--- config.mk ---
export PLATFORM = sky130hd
export DESIGN_NAME = chg_mode_ctrl
export DESIGN_NICKNAME = d
export VERILOG_FILES = /design/src/rtl/chg_mode_pkg.sv /design/src/rtl/chg_sync.sv /design/src/rtl/chg_stab_filter.sv /design/src/rtl/chg_dis_timer.sv /design/src/rtl/chg_mode_ctrl.sv
export SDC_FILE = /design/constraint.sdc
export NUM_CORES = 1
export LEC_CHECK = 0
export BUFFER_PORTS_ARGS = -buffer_cell sky130_fd_sc_hd__buf_2
export CAP_MARGIN = 20
export CORE_UTILIZATION = 51
export DETAILED_ROUTE_END_ITERATION = 10
export GPL_TIMING_DRIVEN = 0
export PLACE_DENSITY = 0.74
export SETUP_SLACK_MARGIN = 0.05
export SLEW_MARGIN = 5
export SYNTH_ARGS = -nofsm -noshare
export SYNTH_HDL_FRONTEND = slang
export SYNTH_SLANG_ARGS = --single-unit
export TNS_END_PERCENT = 30
--- constraint.sdc ---
create_clock -name clk -period 1.7 [get_ports clk]
set_clock_uncertainty 0.15 [all_clocks]
set_input_delay 0.085 -clock clk [delete_from_list [all_inputs] [get_ports clk]]
set_output_delay 0.085 -clock clk [all_outputs]
set_load 0.05 [all_outputs]
--- src/rtl/chg_mode_pkg.sv ---
package chg_mode_pkg;

  typedef enum logic [2:0] {
    MD_HOLD  = 3'd0,
    MD_AUTO  = 3'd1,
    MD_STD   = 3'd2,
    MD_SHORT = 3'd3,
    MD_DIV1  = 3'd4,
    MD_CHG   = 3'd5
  } mode_e;

  // code = {ctl[2], ctl[1], ctl[0], lim_sel}
  function automatic mode_e decode_mode(input logic [3:0] code);
    mode_e m;
    case (code[3:1])
      3'b000:  m = MD_HOLD;
      3'b001:  m = MD_AUTO;
      3'b011:  m = MD_AUTO;
      3'b010:  m = MD_STD;
      3'b100:  m = MD_SHORT;
      3'b101:  m = MD_DIV1;
      3'b110:  m = MD_STD;
      default: m = code[0] ? MD_CHG : MD_STD;
    endcase
    return m;
  endfunction

  function automatic logic is_sibling(input logic [3:0] a, input logic [3:0] b);
    return ((a == 4'b1110) && (b == 4'b1111)) || ((a == 4'b1111) && (b == 4'b1110));
  endfunction

  function automatic logic needs_discharge(input logic [3:0] from_c, input logic [3:0] to_c);
    return (decode_mode(from_c) != decode_mode(to_c)) && !is_sibling(from_c, to_c);
  endfunction

  function automatic logic limit_high(input logic [3:0] code);
    mode_e m;
    m = decode_mode(code);
    return (m == MD_AUTO) || (m == MD_CHG) || code[0];
  endfunction

endpackage

--- src/rtl/chg_sync.sv ---
module chg_sync #(
  parameter int W = 5
) (
  input  logic         clk,
  input  logic         rst_n,
  input  logic [W-1:0] d,
  output logic [W-1:0] q
);
  logic [W-1:0] meta;

  always_ff @(posedge clk or negedge rst_n) begin
    if (!rst_n) begin
      meta <= '0;
      q    <= '0;
    end else begin
      meta <= d;
      q    <= meta;
    end
  end
endmodule

--- src/rtl/chg_stab_filter.sv ---
module chg_stab_filter #(
  parameter int W = 4
) (
  input  logic         clk,
  input  logic         rst_n,
  input  logic         tick,
  input  logic [W-1:0] code_in,
  input  logic [W-1:0] cur_code,
  output logic         accept
);
  logic [W-1:0] prev_code;

  assign accept = tick && (code_in == prev_code) && (code_in != cur_code);

  always_ff @(posedge clk or negedge rst_n) begin
    if (!rst_n)    prev_code <= '0;
    else if (tick) prev_code <= code_in;
  end

  // a code accepted now was already sampled on the previous tick
  assert_prev_match_R8: assert property (@(posedge clk) disable iff (!rst_n)
    accept |=> (prev_code == $past(code_in)));
endmodule

--- src/rtl/chg_dis_timer.sv ---
module chg_dis_timer #(
  parameter int TICKS = 310
) (
  input  logic clk,
  input  logic rst_n,
  input  logic tick,
  input  logic restart,
  output logic active
);
  localparam int CW = $clog2(TICKS + 1);
  logic [CW-1:0] cnt;
  logic          last_tick;

  assign last_tick = active && tick && (cnt == CW'(1));

  always_ff @(posedge clk or negedge rst_n) begin
    if (!rst_n) begin
      active <= 1'b1;
      cnt    <= CW'(TICKS);
    end else if (restart) begin
      active <= 1'b1;
      cnt    <= CW'(TICKS);
    end else if (active && tick) begin
      if (last_tick) active <= 1'b0;
      else           cnt    <= cnt - CW'(1);
    end
  end

  assert_expire_R4: assert property (@(posedge clk) disable iff (!rst_n)
    (last_tick && !restart) |=> !active);
  assert_idle_holds_R4: assert property (@(posedge clk) disable iff (!rst_n)
    (!active && !restart) |=> !active);
  assert_reload_R9: assert property (@(posedge clk) disable iff (!rst_n)
    restart |=> (active && cnt == CW'(TICKS)));
endmodule

--- src/rtl/chg_mode_ctrl.sv ---
module chg_mode_ctrl #(
  parameter int DIS_TICKS = 310
) (
  input  logic       clk,
  input  logic       rst_n,
  input  logic       ms_tick,
  input  logic [2:0] ctl,
  input  logic       lim_sel,
  input  logic       en,
  output logic [5:0] mode_flags,
  output logic       pwr_on,
  output logic       dis_on,
  output logic       data_on,
  output logic       ilim_hi
);
  import chg_mode_pkg::*;

  localparam int CODE_W = 4;

  logic [CODE_W:0]   sync_q;
  logic [CODE_W-1:0] code_s;
  logic              en_s;
  logic [CODE_W-1:0] acc_code;
  logic              accept_evt;
  logic              restart_evt;
  logic              sibling_evt;
  logic              dis_active;
  mode_e             cur_mode;

  chg_sync #(.W(CODE_W + 1)) u_sync (
    .clk  (clk),
    .rst_n(rst_n),
    .d    ({ctl, lim_sel, en}),
    .q    (sync_q)
  );

  assign code_s = sync_q[CODE_W:1];
  assign en_s   = sync_q[0];

  chg_stab_filter #(.W(CODE_W)) u_stab (
    .clk     (clk),
    .rst_n   (rst_n),
    .tick    (ms_tick),
    .code_in (code_s),
    .cur_code(acc_code),
    .accept  (accept_evt)
  );

  assign restart_evt = accept_evt && needs_discharge(acc_code, code_s);
  assign sibling_evt = accept_evt && is_sibling(acc_code, code_s);

  always_ff @(posedge clk or negedge rst_n) begin
    if (!rst_n)          acc_code <= '0;
    else if (accept_evt) acc_code <= code_s;
  end

  chg_dis_timer #(.TICKS(DIS_TICKS)) u_timer (
    .clk    (clk),
    .rst_n  (rst_n),
    .tick   (ms_tick),
    .restart(restart_evt),
    .active (dis_active)
  );

  assign cur_mode = decode_mode(acc_code);

  always_comb begin
    mode_flags = '0;
    mode_flags[cur_mode] = 1'b1;
  end

  assign pwr_on  = en_s && !dis_active && (cur_mode != MD_HOLD);
  assign dis_on  = !en_s || dis_active || (cur_mode == MD_HOLD);
  assign data_on = en_s && ((cur_mode == MD_STD) || (cur_mode == MD_CHG));
  assign ilim_hi = limit_high(acc_code);

  assert_onehot_R2: assert property (@(posedge clk) disable iff (!rst_n)
    $countones(mode_flags) == 1);
  assert_limit_R3: assert property (@(posedge clk) disable iff (!rst_n)
    (mode_flags[1] || mode_flags[5]) |-> ilim_hi);
  assert_restart_off_R4: assert property (@(posedge clk) disable iff (!rst_n)
    restart_evt |=> (!pwr_on && dis_on));
  assert_sibling_keep_R5: assert property (@(posedge clk) disable iff (!rst_n)
    (sibling_evt && pwr_on) |=> (pwr_on || !en_s));
  assert_data_mode_R6: assert property (@(posedge clk) disable iff (!rst_n)
    data_on |-> !(mode_flags[0] || mode_flags[1] || mode_flags[3] || mode_flags[4]));
  assert_en_low_R7: assert property (@(posedge clk) disable iff (!rst_n)
    !en_s |-> (!pwr_on && !data_on && dis_on));
  assert_code_hold_R8: assert property (@(posedge clk) disable iff (!rst_n)
    !ms_tick |=> $stable(acc_code));
  assert_hold_mode_R10: assert property (@(posedge clk) disable iff (!rst_n)
    mode_flags[0] |-> (dis_on && !pwr_on));
endmodule

[Word level (Yosys, flattened, before mapping)]
Index checks and enable logic that the tools add are counted.
Word-level totals
  flip-flop bits (word level): 28
  word-level logic and storage cells: 78
  input bits: 8
Operators by class
  reductions and logical operators: 33
  equal/unequal tests: 24
  add/sub/neg operators: 1
  mux-type cells: 12
  order comparisons: 2
Operator list (number)
  3-bit case mux with 5 select lines: 2
  9-bit two-way mux: 3
  3-bit == test, second input constant: 7
  4-bit == test, second input constant: 4
  3-bit by 2-bit == test with 1-bit output, second input constant: 5
  1-bit logical AND: 12
  3-bit by 1-bit == test with 1-bit output, second input constant: 3
  9-bit by 1-bit == test with 1-bit output, second input constant: 1
  3-bit zero test: 3
  9-bit by 1-bit subtractor with 9-bit output, second input constant: 1
  2-bit OR reduction: 4
  1-bit logical OR: 6
  3-bit two-way mux: 2
  4-bit == test: 1
  3-bit by 4-bit less-than comparator with 1-bit output, second input constant: 1
  1-bit two-way mux: 4
  4-bit inequality test: 1
  2-bit AND reduction: 2
  2-bit nonzero test: 2
  1-bit demux with 3-bit select: 1
  3-bit by 1-bit >= comparator with 1-bit output, second input constant: 1
  1-bit zero test: 3
  3-bit inequality test: 1
  3-bit nonzero test: 1
  2-bit inequality test, second input constant: 1

[Longest topological paths before layout]
  word-level depth: 8
  mapped depth: 7
  gate-level depth less buffers: 7

[Hierarchy]
Synthesis repeated with hierarchy kept, for this count alone.
Second synthesis, totals
  cell total of the unflattened synthesis: 143
  area total of the unflattened synthesis: 1535.2 sq um
Modules (own cells, without submodules)
  chg_dis_timer: times used 1, seq. area each 257.7 sq um, area each 609.3 sq um, cells each 59
  chg_mode_ctrl: times used 1, seq. area each 100.1 sq um, area each 427.9 sq um, cells each 50
  chg_sync: times used 1, seq. area each 250.2 sq um, area each 250.2 sq um, cells each 10
  chg_stab_filter: times used 1, seq. area each 100.1 sq um, area each 247.7 sq um, cells each 24

[Worst setup path before layout]
No wires, ideal clock.
  path kind: reg2out
  start point: reg acc_code[2]
  end point: out pwr_on
  arrival time: 2390 ps
  data required time: 1465 ps
  buffers on the path: 1
  stages on the path, launching flop included: 5
  slack: -925 ps
  cells stage by stage: dfrtp_1 buf_2 nor3_1 or3b_2 inv_1
On the way
  word-level cells in the longest chain between the ends: 5
  elaborated cells between the ends (all ways): 12
  those cells by class: 6 x eq/ne; 1 x mux; 5 x reduce/logical
RTL lines
  start, declared: RTL line chg_mode_ctrl.sv:23  | logic [CODE_W-1:0] acc_code;
  start signal, assigned: RTL line chg_mode_ctrl.sv:54  | else if (accept_evt) acc_code <= code_s;
  3-bit == test (tied with other cells): RTL line chg_mode_pkg.sv:15  | case (code[3:1])
  2-bit OR reduction (no source line)
  3-bit case mux with 5 select lines (*): RTL line chg_mode_pkg.sv:15
  3-bit nonzero test (*): RTL line chg_mode_ctrl.sv:72  | assign pwr_on = en_s && !dis_active && (cur_mode != MD_HOLD);
  1-bit logical AND (*): RTL line chg_mode_ctrl.sv:72
  end, declared: RTL line chg_mode_ctrl.sv:11  | output logic pwr_on,
Mark *: on every way between the ends. The rest lies on a longest branch, timed or not.

[Worst setup path in the final report]
  start point: reg u_timer.cnt[1]
  end point: reg u_timer.cnt[3]
On the way
  word-level cells in the longest chain between the ends: 4
  elaborated cells between the ends (all ways): 8
  those cells by class: 1 x add/sub; 2 x eq/ne; 3 x mux; 2 x reduce/logical
RTL lines
  start, declared: RTL line chg_dis_timer.sv:11  | logic [CW-1:0] cnt;
  start signal, assigned: RTL line chg_dis_timer.sv:19  | cnt <= CW'(TICKS);
  start signal, assigned: RTL line chg_dis_timer.sv:22  | cnt <= CW'(TICKS);
  start signal, assigned: RTL line chg_dis_timer.sv:25  | else cnt <= cnt - CW'(1);
  9-bit by 1-bit subtractor with 9-bit output / 9-bit by 1-bit == test with 1-bit output (equally long branches): RTL line chg_dis_timer.sv:25, chg_dis_timer.sv:14
  9-bit two-way mux / 1-bit logical AND (equally long branches): RTL line chg_dis_timer.sv:24, chg_dis_timer.sv:14
  9-bit two-way mux / 2-bit inequality test (equally long branches)
  9-bit two-way mux / 2-bit AND reduction (equally long branches)
Several ways; a longest one is shown, not always the timed one. The select of a mux whose other input is x is not followed.
A chain may end at the register's enable or synchronous reset.

==> impl_metrics.csv <==
group,metric,value,unit
sta,maxSlewViolCount,0,
route,wl_per_cell,16.4,µm
final_layout,layout_common_cells,"21 x dfrtp_1, 15 x buf_4, 9 x buf_6, 9 x buf_2, 7 x nand2_1",
pwr,power_density,1650,nW/µm²
grt,grt_max_degree,29,
floorplan,io-pin-count,18,
status,violations,"negative setup slack",
sta,period_needed,1890,ps
setup_path,crit_buf_inv,1,
clock_network,cts_buffers,3,
clock_network,cts_max_level,1,
setup_path,worstSetupPathType,"flop to flop",
grt,grt_usage,0.252,
final_layout,layout-drive-gt1-share,0.522,
place,place_ws,-247,ps
synth,yosys_warnings,0,
clock_network,cts_tree,"yes",
final_layout,multi_input_area,941,µm²
final_layout,num_antenna_cells,0,
status,status,"finished, violations left",
synth,ys.flop_type,"dfrtp_1",
pwr,leakagePower,0.927,nW
synth,ys_async_sr_fraction,1.00,
final_layout,nNetsFinal,191,
synth,synth_edf_count,0,
synth,syn-cell-area,1480,µm²
final_layout,area_growth,44.6,%
sta,finalSetupViolCount,15,
sta,worst_slack,-194,ps
floorplan,fp.dieH,55.9,µm
route,num_vias,1221,
grt,grt_pass1_vias,1290,
route,firstDrtPassIters,4,
place,portBuffers,16,
setup_path,worst_path_max_delay_cell,"or4b_4",
floorplan,start_util,0.536,
place,hpwl,1.98,mm
clock_network,cts-root-buf,"clkbuf_4",
grt,gr-total-overflow,0,
synth,synth.distinct_cells,42,
clock_network,cts_buffer_depth,2,
setup_path,crit_chain,"inv_2 -> ha_4 -> or4b_4 -> o211ai_4 -> nor4_2 -> xnor2_1 -> a21oi_1",
grt,global_route.usage.met3,0.0209,
hold_path,min_path_type,"primary input to flop",
grt,grt_busiest_layer,"met2",
synth,syn_area_per_cell,10.5,µm²
floorplan,coreArea,2760,µm²
grt,gr-usage-met2,0.417,
run,cap_viol_max_count,0,
sta,rsz0062_at_grt,"true",
setup_path,slowest_delay,500,ps
synth,synth_cells,141,
sta,max-slew-margin-rel,0.600,
place,place_congestion,0.852,
route,via_per_inst,5.79,
sta,timing.final.crit_share,1.11,
sta,tightest_slew,601,ps
grt,use_met1,0.329,
clock_network,clkSlewWorstSetupHoldPaths,160,ps
route,routed_wirelength,3.46,mm
final_layout,nFillCells,172,
route,drt_iter0_markers,59,
floorplan,die-area,3120,µm²
grt,grt_pass1_wl,6.02,mm
grt,antenna_found_initial,0,
setup_path,end_kind,"flop",
final_layout,mostFrequentLayoutCell,"dfrtp_1",
floorplan,die_w,55.9,µm
setup_path,crit_fanout,4,
setup_path,start_kind,"flop",
synth,yosys_register_bits,28,
setup_path,cp.required,1830,ps
synth,synthesis.nets,151,
route,drc,0,
synth,ys_seq_area_frac,0.479,
clock_network,cts_sinks,28,
pwr,peakVddDrop,1.61,mV
route,ant_nets,0,
sta,fmax,0.528,GHz
pwr,power.total,3.53,mW
setup_path,crit_arrival,2020,ps
floorplan,rows,19,
sta,hold_violations,0,
setup_path,critPathTopFamily,"simple AND/OR/NAND/NOR gates",
clock_network,worstSkewPairLatency,340,ps
final_layout,register_area,709,µm²
-- layer usage --
metal	wire length, µm	up-vias
li1	-	561
met1	1460	607
met2	1800	46
met3	123	7
met4	76	0
met5	0	-
-- final cells by class --
| type | instances | share of cell area |
|---|---|---|
| inverters | 9 | 0.0158 |
| well taps | 31 | 0.0181 |
| repair buffers | 35 | 0.140 |
| plain buffers | 8 | 0.0374 |
| flip-flops and latches | 28 | 0.332 |
| clock buffers | 4 | 0.0170 |
| multi-input cells | 96 | 0.440 |
-- worst reg2reg max path: cells and delay by family, from the launching register on --
| kind | cells | cell delay [ps] |
|---|---|---|
| AOI/OAI and AO/OA | 2 | 390 |
| xor gates and xnor gates | 1 | 130 |
| and+or+nand+nor | 2 | 570 |
| buffers and inverters | 1 | 70 |
| adders and majority gates | 1 | 120 |
| DFF | 1 | 410 |
-- state kept, by name, summed over array words and instances (netlist names) --
register,cells
u_sync.q,5
u_timer.active,1
acc_code,4
u_timer.cnt,9
u_sync.meta,5
u_stab.prev_code,4
-- cell usage after synthesis (2+ instances only) --
library cell   n  area (µm²)
o21ai_1        4        20.0
inv_1          9        33.8
dfrtp_1       22         551
nand4_1        3        18.8
buf_2          8        40.0
xnor2_1        8        70.1
mux2_2         6        67.6
nor3_1         2        10.0
o22ai_1        2        12.5
nor2b_1        2        12.5
dfstp_2        6         158
nand2_1        8        30.0
and2_1         2        12.5
nor4_1         2        12.5
and3_1         2        12.5
o21ai_0        3        15.0
nor2_1         6        22.5
o21a_1         2        15.0
nand3_1        4        20.0
a21oi_1        7        35.0
ha_1           2        25.0
nand2b_1       5        31.3
xor2_1         7        61.3
-- report_power, final --
part           switching [mW]  internal (mW)  leakage, nW
combinational            1.16          0.923        0.580
sequential              0.208          0.904        0.326
clock                   0.203          0.131       0.0210
total                    1.57           1.96        0.927
-- kinds of logic after synthesis --
group | synth area share
fa+ha+maj | 0.0169
compound gates | 0.131
xor+xnor | 0.0888
flops | 0.479
simple gates | 0.182
buf+inv | 0.0499
mux | 0.0525
-- metrics by stage --
step                       util  hold WS [ps]  std cells  instance area [µm²]  setup TNS [ps]
after floorplan               -          -361        141                 1530            -647
after global placement    0.599         -22.4        188                 1650           -1580
after detailed placement  0.599         -10.5        188                 1650           -2160
after CTS                 0.730          1.77        209                 2010           -1220
after global routing      0.775          36.5        211                 2140           -2980
final                     0.775          10.1        211                 2140           -1810
-- final timing paths --
check | end | slack (ps) | cells after the start | startpoint
min reg2reg | u_sync.q[3] | 220 | 0 | u_sync.meta[3]
max | u_timer.cnt[3] | -190 | 7 | u_timer.cnt[1]
min | u_timer.active | 10 | 4 | ms_tick
max in group asynchronous | acc_code[0] | 850 | 2 | rst_n
min in group asynchronous | u_sync.q[0] | 100 | 2 | rst_n
max reg2reg | u_timer.cnt[3] | -190 | 7 | u_timer.cnt[1]
-- timing repair --
item | 4_1_cts | 5_1_grt
endpoints found under the hold margin | 33 | 0
hold buffers | 6 | 0
gates resized for setup | 44 | 24
setup buffers | 11 | 2
endpoints found under the setup margin | 21 | 24
pin swaps | 8 | 5
No activity file was read; power rests on OpenSTA's default activity.
